## src/rtl/lmx_pkg.sv

```systemverilog
package lmx_pkg;

  localparam int unsigned LVL_W   = 4;
  localparam int unsigned LVL_MAX = (1 << LVL_W) - 1;

  typedef logic [LVL_W-1:0] level_t;

  // Lamp state for one pixel at one PWM step.
  function automatic logic lamp_lit(input level_t lvl, input level_t step);
    return (lvl == level_t'(LVL_MAX)) || (step < lvl);
  endfunction

  // Next index with wrap to zero at lim.
  function automatic int unsigned wrap_next(input int unsigned v, input int unsigned lim);
    return (v + 1 >= lim) ? 0 : v + 1;
  endfunction

endpackage

```

## src/rtl/lmx_cursor.sv

```systemverilog
module lmx_cursor #(
  parameter int unsigned ROWS  = 5,
  parameter int unsigned COLS  = 5,
  parameter int unsigned ROW_W = $clog2(ROWS),
  parameter int unsigned COL_W = $clog2(COLS + 1)
) (
  input  logic             clk,
  input  logic             rst_n,
  input  logic             sel_fire,
  input  logic             feed_fire,
  input  logic             wr_fire,
  output logic [ROW_W-1:0] cur_row,
  output logic [COL_W-1:0] cur_col,
  output logic             wr_accept
);

  assign wr_accept = wr_fire && (cur_col < COL_W'(COLS));

  always_ff @(posedge clk or negedge rst_n) begin
    if (!rst_n) begin
      cur_row <= '0;
      cur_col <= '0;
    end else if (sel_fire) begin
      cur_row <= '0;
      cur_col <= '0;
    end else if (feed_fire) begin
      cur_row <= ROW_W'(lmx_pkg::wrap_next(int'(cur_row), ROWS));
      cur_col <= '0;
    end else if (wr_accept) begin
      cur_col <= cur_col + COL_W'(1);
    end
  end

endmodule

```

## src/rtl/lmx_frame_store.sv

```systemverilog
module lmx_frame_store #(
  parameter int unsigned ROWS  = 5,
  parameter int unsigned COLS  = 5,
  parameter int unsigned ROW_W = $clog2(ROWS),
  parameter int unsigned COL_W = $clog2(COLS + 1),
  localparam int unsigned NPIX = ROWS * COLS,
  localparam int unsigned LW   = lmx_pkg::LVL_W
) (
  input  logic               clk,
  input  logic               rst_n,
  input  logic               wr_en,
  input  logic [ROW_W-1:0]   row,
  input  logic [COL_W-1:0]   col,
  input  lmx_pkg::level_t    level,
  output logic [NPIX*LW-1:0] pix_flat
);

  for (genvar r = 0; r < ROWS; r++) begin : g_row
    for (genvar c = 0; c < COLS; c++) begin : g_col
      localparam int unsigned IDX = r * COLS + c;
      lmx_pkg::level_t cell_q;
      logic            hit;

      assign hit = wr_en && (row == ROW_W'(r)) && (col == COL_W'(c));

      always_ff @(posedge clk or negedge rst_n) begin
        if (!rst_n)   cell_q <= '0;
        else if (hit) cell_q <= level;
      end

      assign pix_flat[IDX*LW +: LW] = cell_q;
    end
  end

endmodule

```

## src/rtl/lmx_pwm.sv

```systemverilog
module lmx_pwm #(
  parameter int unsigned NPIX        = 25,
  parameter int unsigned STEP_CYCLES = 4,
  localparam int unsigned LW   = lmx_pkg::LVL_W,
  localparam int unsigned PS_W = (STEP_CYCLES > 1) ? $clog2(STEP_CYCLES) : 1
) (
  input  logic               clk,
  input  logic               rst_n,
  input  logic [NPIX*LW-1:0] pix_flat,
  output lmx_pkg::level_t    step_cnt,
  output logic               step_tick,
  output logic [NPIX-1:0]    lamp
);

  logic [PS_W-1:0] pre_q;

  assign step_tick = (pre_q == PS_W'(STEP_CYCLES - 1));

  always_ff @(posedge clk or negedge rst_n) begin
    if (!rst_n) begin
      pre_q    <= '0;
      step_cnt <= '0;
    end else if (step_tick) begin
      pre_q    <= '0;
      step_cnt <= step_cnt + 1'b1;
    end else begin
      pre_q    <= pre_q + PS_W'(1);
    end
  end

  for (genvar i = 0; i < NPIX; i++) begin : g_lamp
    assign lamp[i] = lmx_pkg::lamp_lit(pix_flat[i*LW +: LW], step_cnt);
  end

endmodule

```

## src/rtl/lamp_matrix_ctrl.sv

```systemverilog
module lamp_matrix_ctrl #(
  parameter int unsigned ROWS        = 5,
  parameter int unsigned COLS        = 5,
  parameter int unsigned DATA_W      = 8,
  parameter int unsigned STEP_CYCLES = 4,
  localparam int unsigned NPIX  = ROWS * COLS,
  localparam int unsigned LW    = lmx_pkg::LVL_W,
  localparam int unsigned ROW_W = $clog2(ROWS),
  localparam int unsigned COL_W = $clog2(COLS + 1)
) (
  input  logic              clk,
  input  logic              rst_n,
  input  logic              sel_stb,
  input  logic              wr_stb,
  input  logic [DATA_W-1:0] wr_data,
  input  logic              feed_stb,
  output logic [NPIX-1:0]   lamp_o
);

  // Named events for the checker.
  logic               sel_fire;
  logic               feed_fire;
  logic               wr_fire;
  logic               wr_accept;
  logic [ROW_W-1:0]   cur_row;
  logic [COL_W-1:0]   cur_col;
  logic [NPIX*LW-1:0] pix_flat;
  lmx_pkg::level_t    step_cnt;
  logic               step_tick;
  lmx_pkg::level_t    wr_level;

  assign sel_fire  = sel_stb;
  assign feed_fire = feed_stb && !sel_stb;
  assign wr_fire   = wr_stb && !sel_stb && !feed_stb;
  assign wr_level  = wr_data[LW-1:0];

  lmx_cursor #(.ROWS(ROWS), .COLS(COLS), .ROW_W(ROW_W), .COL_W(COL_W)) u_cursor (
    .clk(clk), .rst_n(rst_n),
    .sel_fire(sel_fire), .feed_fire(feed_fire), .wr_fire(wr_fire),
    .cur_row(cur_row), .cur_col(cur_col), .wr_accept(wr_accept)
  );

  lmx_frame_store #(.ROWS(ROWS), .COLS(COLS), .ROW_W(ROW_W), .COL_W(COL_W)) u_store (
    .clk(clk), .rst_n(rst_n),
    .wr_en(wr_accept), .row(cur_row), .col(cur_col), .level(wr_level),
    .pix_flat(pix_flat)
  );

  lmx_pwm #(.NPIX(NPIX), .STEP_CYCLES(STEP_CYCLES)) u_pwm (
    .clk(clk), .rst_n(rst_n),
    .pix_flat(pix_flat), .step_cnt(step_cnt), .step_tick(step_tick),
    .lamp(lamp_o)
  );

endmodule

```

## config.mk

```make
export PLATFORM = sky130hd
export DESIGN_NAME = lamp_matrix_ctrl
export DESIGN_NICKNAME = d
export VERILOG_FILES = /design/src/rtl/lmx_pkg.sv /design/src/rtl/lmx_cursor.sv /design/src/rtl/lmx_frame_store.sv /design/src/rtl/lmx_pwm.sv /design/src/rtl/lamp_matrix_ctrl.sv
export SDC_FILE = /design/constraint.sdc
export NUM_CORES = 1
export LEC_CHECK = 0
export BUFFER_PORTS_ARGS = -buffer_cell sky130_fd_sc_hd__buf_2
export CORE_MARGIN = 1.5
export CORE_UTILIZATION = 55
export CTS_BUF_LIST = sky130_fd_sc_hd__clkbuf_8
export DETAILED_ROUTE_END_ITERATION = 10
export PLACE_DENSITY = 0.73
export REMOVE_ABC_BUFFERS = 1
export SLEW_MARGIN = 20
export SYNTH_ARGS = -nofsm -noshare
export SYNTH_HDL_FRONTEND = slang
export SYNTH_SLANG_ARGS = --single-unit
```

## constraint.sdc

```tcl
create_clock -name clk -period 4.45 [get_ports clk]
set_input_delay 0 -clock clk [delete_from_list [all_inputs] [get_ports clk]]
set_output_delay 0 -clock clk [all_outputs]
set_load 0.01 [all_outputs]
```

==> metrics.md, run 1 <==
| Metric | Value |
|---|---|
| Setup repair bufs after CTS | 0 |
| Die height | about 110 um |
| First-pass GRT wire length | roughly 23000 um |
| Finished Layout Cells | approximately 790 |
| # fillers | about 1k |
| Initial antenna violation count | 0 |
| Placed insts | 765 |
| Share of the clock period used by the worst path | about 57% |
| Resized cells post-CTS | 0 |
| Worst-margin pin slew | 1.04 ns |
| CP Capture Type | output port |
| DR DRC count | 0 |
| Die area | ~13000 um2 |
| Max H-tree Level | 3 |
| # diodes | 0 |
| Share of cells above drive strength 1 | 23.9% |
| Data required, critical path | about 4.5 ns |
| Leading cell type in the layout, fill and taps excluded | dfrtp_1 |
| Max IR drop VDD | between 0.1 and 0.15 mV |
| IO Count | 38 |
| Syn Inst Count | between 500 and 600 |
| Yosys warns | 0 |
| Cell row count | 40 |
| CTS tree | yes |
| Commonest non-fill, non-tap cells in the layout | dfrtp_1 (112), mux2_2 (93), ha_1 (88) |
| Leakage power | 3.48 nW |
| Chip Width | about 110 um |
| Grt ovf | 0 |
| CTS buffer count | 9 |
| Detailed Place HPWL | 9140 um |
| Post-route ant nets | 0 |
| Routed Wire Length | approximately 13000 um |
| CTS root buffer | clkbuf_8 |
| IO Port Bufs | 33 |
| EDFF count, synth | 0 |
| Startpoint type of the worst setup path | register |
| Ordered cell list for the critical path | buf_4 > ha_1 > a21o_1 > a211o_1 > o211ai_1 > buf_2 |
| Global placement routability congestion | around 0.76 |
| Unrepaired setup endpoints after global routing | no |
| MaxCap Viol Count | 0 |
| Max-slew violation count | 0 |
| Final core utilization | between 60% and 70% |
| Max Root-Sink Buffers | 2 |
| Hold Path Class | in2reg |
| Final setup violation count | 0 |
| Synth Flop Type | dfrtp_1 |
| Power density cells | 285 nW/um2 |
| Pre-antenna DRT Iters | 6 |
| Clock Skews | between 0.008 and 0.009 ns |
| Final Hold Fails | 0 |
| Clk_lat worst skew | 0.38 ns |
| Ys async rst share | 100% |
| FF+latch count, synth | between 100 and 150 |
| Setup TNS | 0 ns |
| 1st-iter DRT viols | approximately 200 |
| CP bufs+invs | 2 |
| Multi-input logic area | 3500 um2 |
| Crit path max-delay family | flip-flops |
| Critical Path AT | approximately 2.5 ns |
| Starting Density | between 50% and 60% |
| Final critical-path required period | between 2 and 3 ns |
| Max stage delay cell, worst path | dfrtp_1 |
| Vias in the first global route | roughly 4.7k |
| Vias per cell | 5.74 |
| Largest net degree at the start of global routing | 62 |
| Distinct cells, synth | 30 |
| Overall power | 0.00208 W |
| Layout area overhead | 9.06% |
| Clk pin slew, worst setup/hold paths | approximately 0.090 ns |
| Maximum net fanout on the critical path | 15 |
| Worst slew margin | between 30% and 40% |
| Critical path type | reg2out |
| Worst hold margin | 0.137 ns |
| Routed WL per cell | 16.9 um |
| Tot GR Track Use | a little under a quarter |
| Seq. cell area | about 2800 um2 |
| Final Net Count | 735 |
| Max Clk Rate | approximately 390 MHz |
| CP peak stage delay | around 0.79 ns |
| Core ar. | roughly 12000 um2 |
| DR vias | approximately 4.5k |
| Status | complete, no violations |
| Post-synth design cell area | ~6700 um2 |
| # clock sinks | ~110 |
| Average size of a mapped cell | approximately 11 um2 |
| Sequential share of the synthesized area | between 40% and 50% |
cell type report:
class,instances,area share [%]
multi-input cells,388,48.2
flip-flops and latches,112,38.5
inverters,81,4.18
repair buffers,42,3.40
well taps,147,2.53
clock buffers,12,2.27
clock inverters,4,0.929
kinds of logic after synthesis:
group / after synthesis / share of synthesized area [%]
xor+xnor: 4 / 0.525
buf+inv: 96 / 5.46
simple gates: 112 / 9.49
mux: 94 / 15.8
flops: 112 / 42.0
compound gates: 90 / 10.2
fa+ha+maj: 88 / 16.5
tightest hold or removal path, stage by stage:
cell and delay (ns):
buf_2 0.29, nand2_1 0.12, o21ai_0 0.07
cells in the mapped netlist (2+ instances only):
cell      number  area share [%]
a21oi_1        2            0.15
o21ai_0       11            0.83
a211o_1       25             3.3
xnor2_1        3            0.39
o211ai_1      25             2.8
nand4_1       26             2.4
nor2b_1        4            0.38
nand2b_1      27             2.5
nand3_1        4            0.30
nor2_2         5            0.47
mux2_2        93              16
dfrtp_1      112              42
nor3_1         2            0.15
clkbuf_1      14            0.79
and3_2         3            0.34
ha_1          88              17
a21o_1        25             2.8
nand2_1       26             1.5
inv_1         81             4.6
nor2_1        10            0.56
report_power, final:
group	total [W]	internal (W)	switching, W
combinational	0.000271	0.000129	0.000142
clock	0.000686	0.000360	0.000326
sequential	0.00112	0.00107	0.0000447
total	0.00208	0.00156	0.000514
metrics by stage:
| stage | area [um2] | worst slack, ns |
|---|---|---|
| global route | 7280 | 1.79 |
| floorplan | 6610 | 2.73 |
| CTS | 7280 | 1.85 |
| detailed placement | 6990 | 2.27 |
| finish | 7280 | 1.91 |
| global placement | 6990 | 2.32 |
what timing repair did:
action	in CTS	in global routing
endpoints found under the setup margin	0	0
endpoints found under the hold margin	66	0
hold buffers	5	0
registers in the layout, summed over array words and instances, names as in the netlist:
register and flops:
u_cursor.cur_col 3, u_cursor.cur_row 3, u_pwm.pre_q 2, u_pwm.step_cnt 4
u_store.g_row.g_col.cell_q 100
per-layer routing:
layer	part of all wire [%]	track usage, %
met2	50	40.2
met3	1.7	2.46
met4	1.7	8.08
met5	0	0
met1	47	29.6
worst paths after layout:
| check | start | end | slack [ns] | cells past startpoint |
|---|---|---|---|---|
| min in group asynchronous | rst_n | u_store.g_row[0].g_col[2].cell_q[3]$_DFFE_PN0P_ | 0.24 | 2 |
| max reg2reg | u_cursor.cur_col[0]$_DFFE_PN0P_ | u_store.g_row[4].g_col[4].cell_q[1]$_DFFE_PN0P_ | 2.45 | 6 |
| max in group asynchronous | rst_n | u_store.g_row[1].g_col[4].cell_q[2]$_DFFE_PN0P_ | 3.04 | 3 |
| min | wr_data[3] | u_store.g_row[3].g_col[2].cell_q[3]$_DFFE_PN0P_ | 0.14 | 3 |
| max | u_pwm.step_cnt[1]$_DFFE_PN0P_ | lamp_o[20] | 1.91 | 6 |
| min reg2reg | u_pwm.pre_q[0]$_DFF_PN0_ | u_pwm.pre_q[0]$_DFF_PN0_ | 0.45 | 1 |
(Power assumes the default switching activity.)
==> run 2: changes to the inputs <==
--- a/config.mk
+++ b/config.mk
@@ -10,7 +10,7 @@
 export CORE_UTILIZATION = 55
 export CTS_BUF_LIST = sky130_fd_sc_hd__clkbuf_8
 export DETAILED_ROUTE_END_ITERATION = 10
-export PLACE_DENSITY = 0.73
+export PLACE_DENSITY = 0.76
 export REMOVE_ABC_BUFFERS = 1
 export SLEW_MARGIN = 20
 export SYNTH_ARGS = -nofsm -noshare
==> constraint.sdc (replaced) <==
create_clock -name clk -period 2 [get_ports clk]
set_input_delay 0 -clock clk [delete_from_list [all_inputs] [get_ports clk]]
set_output_delay 0 -clock clk [all_outputs]
set_load 0.01 [all_outputs]
==> run 2 against run 1 <==
Net effect: flip-flop and latch count unchanged; largest power group unchanged; clock skew down 0.0024 ns; final area up 1.0%; utilization up 0.61 points; clock power up 100%; count of clock-buffer cells in the layout down 3; non-clock buffer count up 5; first-iteration DRC count down 4.5%; combinational power up 130%; global-route usage up 0.97 points.
==> metrics.md, run 2 (same netlist as run 1, synthesis figures left out) <==
| Metric | Value |
|---|---|
| Max reg flops | 100 (unchanged) |
| Final critical-path required period | 1.98 ns |
| IO Port Bufs | 33 (unchanged) |
| Grt ovf | 0 (unchanged) |
| CP Capture Type | output port |
| Worst-margin pin slew | 0.602 ns (-0.436 ns) |
| Commonest non-fill, non-tap cells in the layout | dfrtp_1 (111), mux2_2 (93), ha_1 (88) |
| CTS buffer count | 9 (unchanged) |
| Leakage power | 3.50 nW (+0.57%) |
| Clk_lat worst skew | 0.36 ns (-0.02 ns) |
| Tot GR Track Use | 23.9% (+0.97 points) |
| Seq. cell area | 2800 um2 (about the same) |
| Starting Density | 56.0% (unchanged) |
| Reg with most FFs | u_store.g_row.g_col.cell_q |
| DR DRC count | 0 (unchanged) |
| Unrepaired setup endpoints after global routing | yes |
| Final Hold Fails | 0 (unchanged) |
| Die area | 12800 um2 (unchanged) |
| Worst slew margin | 59.9% (+29 points) |
| MaxCap Viol Count | 0 (unchanged) |
| Sw frac | 25.4% (+0.70 points) |
| Leading cell type in the layout, fill and taps excluded | dfrtp_1 |
| 1st-iter DRT viols | 193 (-4.5%) |
| Startpoint type of the worst setup path | register |
| Core ar. | 11900 um2 (unchanged) |
| Max H-tree Level | 3 (unchanged) |
| Detailed Place HPWL | 9760 um (+6.8%) |
| Maximum net fanout on the critical path | 14 (-1) |
| Int Pwr | 0.00337 W (+120%) |
| Setup repair bufs after CTS | 0 (unchanged) |
| Die height | 113 um (unchanged) |
| Global placement routability congestion | 0.869 (+14%) |
| Multi-input logic area | 3540 um2 (+0.96%) |
| Final setup violation count | 0 (unchanged) |
| DR vias | 4640 (+2.9%) |
| # fillers | 959 (-5.9%) |
| Power density cells | 615 nW/um2 (+120%) |
| Initial antenna violation count | 0 (unchanged) |
| Max Clk Rate | between 500 and 600 MHz |
| Share of the clock period used by the worst path | just under 100% |
| Final Net Count | 740 (+0.68%) |
| Worst hold margin | 0.153 ns (+0.0159 ns) |
| Hold Path Class | in2reg |
| Clock power share | 30.9% (-2.1 points) |
| Top Registers | u_store.g_row.g_col.cell_q: 100 flops, u_pwm.step_cnt: 4 flops |
| Cell row count | 40 (unchanged) |
| Max-slew violation count | 0 (unchanged) |
| IO Count | 38 (unchanged) |
| Share of total power in combinational logic | 13.9% (+0.8 points) |
| Share of cells above drive strength 1 | 26.7% (+2.8 points) |
| Critical Path AT | 1.98 ns (-0.56 ns) |
| Largest net degree at the start of global routing | 48 (-23%) |
| # diodes | 0 (unchanged) |
| Post-route ant nets | 0 (unchanged) |
| Placed insts | 771 (+0.78%) |
| Finished Layout Cells | 790 (+0.51%) |
| Max IR drop VDD | 0.453 mV (+240%) |
| Data required, critical path | 2.00 ns (-2.45 ns) |
| Setup TNS | 0 ns (unchanged) |
| Vias per cell | 5.87 (+2.4%) |
| Layout area overhead | 10.1% |
| Net Switching | 0.00115 W (+120%) |
| CTS tree | yes |
| First-pass GRT wire length | 24100 um (+3.8%) |
| Vias in the first global route | 4950 (+4.5%) |
| Pre-antenna DRT Iters | 4 (-2) |
| Chip Width | 113 um (unchanged) |
| CTS root buffer | clkbuf_8 |
| Sequential power share | 55.2% (+1.3 points) |
| Routed WL per cell | 17.8 um (+5.3%) |
| Clock Skews | 0.00657 ns (-0.00236 ns) |
| Status | complete, no violations |
| # clock sinks | 112 (unchanged) |
| Critical path type | reg2out |
| Clk pin slew, worst setup/hold paths | 0.10 ns (about the same) |
| Routed Wire Length | 14100 um (+5.8%) |
| Max Root-Sink Buffers | 2 (unchanged) |
run 2: cell count changes in the layout (fill, tap and decap cells not counted), sizes merged:
cell	previous run	this run
clkinvlp	0	1
buf	37	43
clkbuf	12	9
inv	83	84
dlygate4sd3	5	4
run 2: worst paths after layout:
| path | startpoint | end | slack [ns] | cells after the start |
|---|---|---|---|---|
| hold / removal | wr_data[1] | u_store.g_row[3].g_col[0].cell_q[1]$_DFFE_PN0P_ | 0.15 | 3 |
| setup / recovery | u_pwm.step_cnt[1]$_DFFE_PN0P_ | lamp_o[24] | 0.02 | 6 |
| setup reg to reg | u_cursor.cur_col[1]$_DFFE_PN0P_ | u_store.g_row[4].g_col[4].cell_q[3]$_DFFE_PN0P_ | 0.06 | 6 |
| hold reg to reg | u_pwm.pre_q[0]$_DFF_PN0_ | u_pwm.pre_q[0]$_DFF_PN0_ | 0.44 | 1 |
| max in group asynchronous | rst_n | u_store.g_row[0].g_col[1].cell_q[0]$_DFFE_PN0P_ | 1.14 | 3 |
| min in group asynchronous | rst_n | u_store.g_row[1].g_col[2].cell_q[3]$_DFFE_PN0P_ | 0.18 | 2 |
run 2: power groups by stage:
stage | Combinational (W) | Sequential (W) | Clock (W)
after floorplan | 0.000392 | 0.00251 | 0
after global placement | 0.000577 | 0.00253 | 0
after detailed placement | 0.000625 | 0.00254 | 0
after CTS | 0.000637 | 0.00249 | 0.00142
after global routing | 0.000713 | 0.00251 | 0.00150
final | 0.000630 | 0.00250 | 0.00140
run 2: final cells by class:
class	count	share of cell area (%)
clock buffer	9	1.69
clock inverter	6	1.07
inverter	81	4.14
multi-input combinational	388	48.2
sequential	112	38.2
tap	147	2.50
timing repair buffer	47	4.29
run 2: repair_timing:
item,4_1_cts,5_1_grt
hold buffers,4,0
pin swaps,0,1
resized for setup,1,16
setup endpoints to repair,6,71
hold endpoints to repair,50,0
run 2: layer usage:
layer  vias to the layer above  global-route usage, %  part of all wire, %
met1                      2343                   29.7                   44
met3                        20                   3.16                  2.9
met2                        88                   43.2                   52
met5                         -                      0                    0
met4                         0                   7.58                  1.7
li1                       2189                      -                    -
run 2: metrics by stage:
stage                     worst slack, ns  util, %  total power, W  cell area (um2)
after floorplan                     0.282        -         0.00290             6610
after global placement             0.0706     59.3         0.00310             7060
after detailed placement           0.0160     59.3         0.00316             7060
after CTS                        -0.00656     61.3         0.00455             7310
after global routing              -0.0784     61.7         0.00472             7350
final                              0.0247     61.7         0.00452             7350
run 2: worst max-delay path, cell delays in order (launching register included):
cell and delay (ns):
dfrtp_1 0.41, buf_6 0.17, ha_1 0.28, a21o_1 0.16
a211o_1 0.30, o211ai_1 0.11, buf_2 0.17
==> run 3: changes to the inputs <==
--- a/config.mk
+++ b/config.mk
@@ -5,12 +5,13 @@
 export SDC_FILE = /design/constraint.sdc
 export NUM_CORES = 1
 export LEC_CHECK = 0
+export ABC_AREA = 1
 export BUFFER_PORTS_ARGS = -buffer_cell sky130_fd_sc_hd__buf_2
 export CORE_MARGIN = 1.5
-export CORE_UTILIZATION = 55
+export CORE_UTILIZATION = 41
 export CTS_BUF_LIST = sky130_fd_sc_hd__clkbuf_8
 export DETAILED_ROUTE_END_ITERATION = 10
-export PLACE_DENSITY = 0.76
+export PLACE_DENSITY = 0.59
 export REMOVE_ABC_BUFFERS = 1
 export SLEW_MARGIN = 20
 export SYNTH_ARGS = -nofsm -noshare
==> run 3 against run 2 <==
Net effect: total power up 2.0%; count of clock-buffer cells in the layout is 2 higher; final cell count up 45%; final area is 8.8% higher; highest routed layer unchanged; utilization is 15 points lower; die area is 44% higher.
==> metrics.md, run 3 <==
| Metric | Value |
|---|---|
| Vias per cell | 5.37 (-8.6%) |
| Routed Wire Length | 17600 um (+25%) |
| Post-route cell area | 8000 um2 (+8.8%) |
| Share of cells above drive strength 1 | 9.36% (-17 points) |
| Commonest cells post-synth | nand2_1 (286), nand4_1 (151), dfrtp_1 (112) |
| Commonest non-fill, non-tap cells in the layout | nand2_1 (286), nand4_1 (151), dfrtp_1 (112) |
| Post-Place Worst Slack | 0.326 ns (+0.310 ns) |
| Post-route ant nets | 0 (unchanged) |
| Synth top area cells | dfrtp_1 (39%), ha_1 (15%), nand2_1 (15%) |
| CTS root buffer | clkbuf_8 |
| Critical Path AT | 2.15 ns (+0.17 ns) |
| Share of total power in combinational logic | 15.5% (+1.6 points) |
| EDFF count, synth | 0 (unchanged) |
| Synth top area share | 38.8% (-3.2 points) |
| Distinct cells, synth | 26 (-13%) |
| Tot GR Track Use | 20.8% (-3.1 points) |
| Unrepaired setup endpoints after global routing | no |
| Final Hold Fails | 0 (unchanged) |
| First-pass GRT wire length | 30300 um (+26%) |
| Yosys warns | 0 (unchanged) |
| Hold Path Class | in2async |
| Max-slew violation count | 0 (unchanged) |
| Final setup violation count | 0 (unchanged) |
| IO Port Bufs | 33 (unchanged) |
| Final critical-path required period | 1.88 ns (-0.0924 ns) |
| Post-synth design cell area | 7230 um2 (+8.3%) |
| Share of the clock period used by the worst path | 94.1% (-4.6 points) |
| Sequential power share | 54.2% (-1.0 points) |
| Reg with most FFs | u_store.g_row.g_col.cell_q |
| Ys async rst share | 100% (unchanged) |
| Layout area overhead | 10.6% |
| # clock sinks | 112 (unchanged) |
| Sw frac | 28.7% (+3.3 points) |
| Data required, critical path | 2.27 ns (+0.27 ns) |
| Final Net Count | 1015 (+37%) |
| Finished Layout Cells | 1144 (+45%) |
| Max Root-Sink Buffers | 2 (unchanged) |
| Global placement routability congestion | 0.747 (-14%) |
| Setup repair bufs after CTS | 0 (unchanged) |
| Average size of a mapped cell | 8.16 um2 (-27%) |
| Die area | 18400 um2 (+44%) |
| Post-synth top area cell | dfrtp_1 |
| # fillers | 1713 (+79%) |
| # diodes | 0 (unchanged) |
| Chip Width | 136 um (+20%) |
| Int Pwr | 0.00329 W (-2.5%) |
| DR vias | 6142 (+32%) |
| Sequential share of the synthesized area | 38.8% (-3.2 points) |
| Cell row count | 48 (+20%) |
| Core ar. | 17200 um2 (+45%) |
| Synth Flop Type | dfrtp_1 |
| Dpl cell area | 7740 um2 (+9.6%) |
| CP Capture Type | register |
| Top Registers | u_store.g_row.g_col.cell_q: 100 flops, u_pwm.step_cnt: 4 flops |
| Pre-antenna DRT Iters | 5 (+1) |
| Net Switching | 0.00132 W (+15%) |
| Final worst slack | 0.117 ns (+0.0924 ns) |
| Power density cells | 577 nW/um2 (-6.3%) |
| Max Clk Rate | 531 MHz (+4.9%) |
| Final core utilization | 46.4% (-15 points) |
| Critical path type | reg2reg |
| Syn Inst Count | 886 (+49%) |
| DR DRC count | 0 (unchanged) |
| Placed insts | 1123 (+46%) |
| Leading cell type in the layout, fill and taps excluded | nand2_1 |
| MaxCap Viol Count | 0 (unchanged) |
| Leakage power | 4.06 nW (+16%) |
| Clock Skews | 0.00736 ns (+0.000791 ns) |
| Maximum net fanout on the critical path | 5 (-9) |
| CTS tree | yes |
| Vias in the first global route | 6097 (+23%) |
| Clock power share | 30.3% (-0.6 points) |
| Clk pin slew, worst setup/hold paths | 0.10 ns (about the same) |
| Top-count cell post-synth | nand2_1 |
| FF+latch count, synth | 112 (unchanged) |
| Worst slew margin | 53.3% (-6.6 points) |
| Starting Density | 41.9% (-14 points) |
| Detailed Place HPWL | 11200 um (+14%) |
| Worst-margin pin slew | 0.700 ns (+0.0988 ns) |
| Startpoint type of the worst setup path | register |
| Routed WL per cell | 15.4 um (-14%) |
| Max IR drop VDD | 0.315 mV (-31%) |
| 1st-iter DRT viols | 441 (+130%) |
| Status | complete, no violations |
| Grt ovf | 0 (unchanged) |
| Clk_lat worst skew | 0.38 ns (+0.02 ns) |
| Max H-tree Level | 3 (unchanged) |
| Die height | 136 um (+20%) |
| Max reg flops | 100 (unchanged) |
| IO Count | 38 (unchanged) |
| Largest net degree at the start of global routing | 58 (+21%) |
| CTS buffer count | 9 (unchanged) |
| Initial antenna violation count | 0 (unchanged) |
-- run 3: final cells by class --
type / count / area, um2 / share of cell area [%]
multi-input combinational: 627 / 3780 / 47.2
sequential: 112 / 2800 / 35.0
timing repair buffer: 68 / 576 / 7.20
inverter: 96 / 360 / 4.51
tap: 225 / 282 / 3.52
clock buffer: 11 / 151 / 1.89
clock inverter: 5 / 47.5 / 0.595
-- run 3: kinds of logic (layout without fill, tap and decap cells) --
| kind of cell | after synthesis | count (layout) | share of synthesized area [%] |
|---|---|---|---|
| AO/OA/AOI/OAI | 83 | 83 | 7.56 |
| XOR/XNOR | 3 | 3 | 0.364 |
| adder cells (fa/ha/maj) | 88 | 88 | 15.2 |
| buffers and inverters | 147 | 180 | 8.97 |
| flip-flops | 112 | 112 | 38.8 |
| multiplexers | 1 | 1 | 0.156 |
| AND/OR/NAND/NOR | 452 | 452 | 28.9 |
-- run 3: critical path, cell delays in order, from the launching register on --
cell and delay (ns):
dfrtp_1 0.45, ha_1 0.23, ha_1 0.27, inv_1 0.07, nand2_1 0.06, nand2_1 0.08, o22ai_1 0.07, dlygate4sd3_1 0.55
-- run 3: per-layer routing --
metal,vias to the layer above,track usage [%],wire length (um),part of all wire [%]
met4,0,6.09,235,1.3
met2,75,35.2,8370,47
met3,15,2.21,517,2.9
met5,-,0,0,0
met1,2983,28.0,8500,48
li1,3069,-,-,-
-- run 3: stage by stage --
stage,total power (W),hold slack (ns),setup TNS [ns]
after global routing,0.00487,0.170,0
final,0.00461,0.123,0
after CTS,0.00466,0.128,0
after detailed placement,0.00326,-0.0109,0
after floorplan,0.00292,-0.296,-1.55
after global placement,0.00324,-0.0171,0
-- run 3: final timing paths --
check,startpoint,endpoint,slack (ns),depth (start not counted)
worst min-delay path,rst_n,u_store.g_row[2].g_col[4].cell_q[3]$_DFFE_PN0P_,0.12,2
worst min register to register,u_pwm.pre_q[0]$_DFF_PN0_,u_pwm.pre_q[0]$_DFF_PN0_,0.43,1
max in group asynchronous,rst_n,u_store.g_row[4].g_col[4].cell_q[1]$_DFFE_PN0P_,1.19,3
min in group clk,wr_stb,u_cursor.cur_col[2]$_DFFE_PN0P_,0.19,4
worst max-delay path,u_cursor.cur_row[0]$_DFFE_PN0P_,u_cursor.cur_row[2]$_DFFE_PN0P_,0.12,7
worst max register to register,u_cursor.cur_row[0]$_DFFE_PN0P_,u_cursor.cur_row[2]$_DFFE_PN0P_,0.12,7
-- run 3: what timing repair did --
item | CTS | global route
hold endpoints to repair | 34 | 0
hold buffers | 5 | 0
resized for setup | 0 | 2
endpoints found under the setup margin | 0 | 2
-- run 3: power by group through the flow --
stage / clock network (W) / registers, W / logic [W]
4_1_cts: 0.00144 / 0.00250 / 0.000724
3_3_place_gp: 0 / 0.00254 / 0.000697
2_1_floorplan: 0 / 0.00251 / 0.000404
3_5_place_dp: 0 / 0.00255 / 0.000715
5_1_grt: 0.00151 / 0.00252 / 0.000837
6_report: 0.00140 / 0.00250 / 0.000715
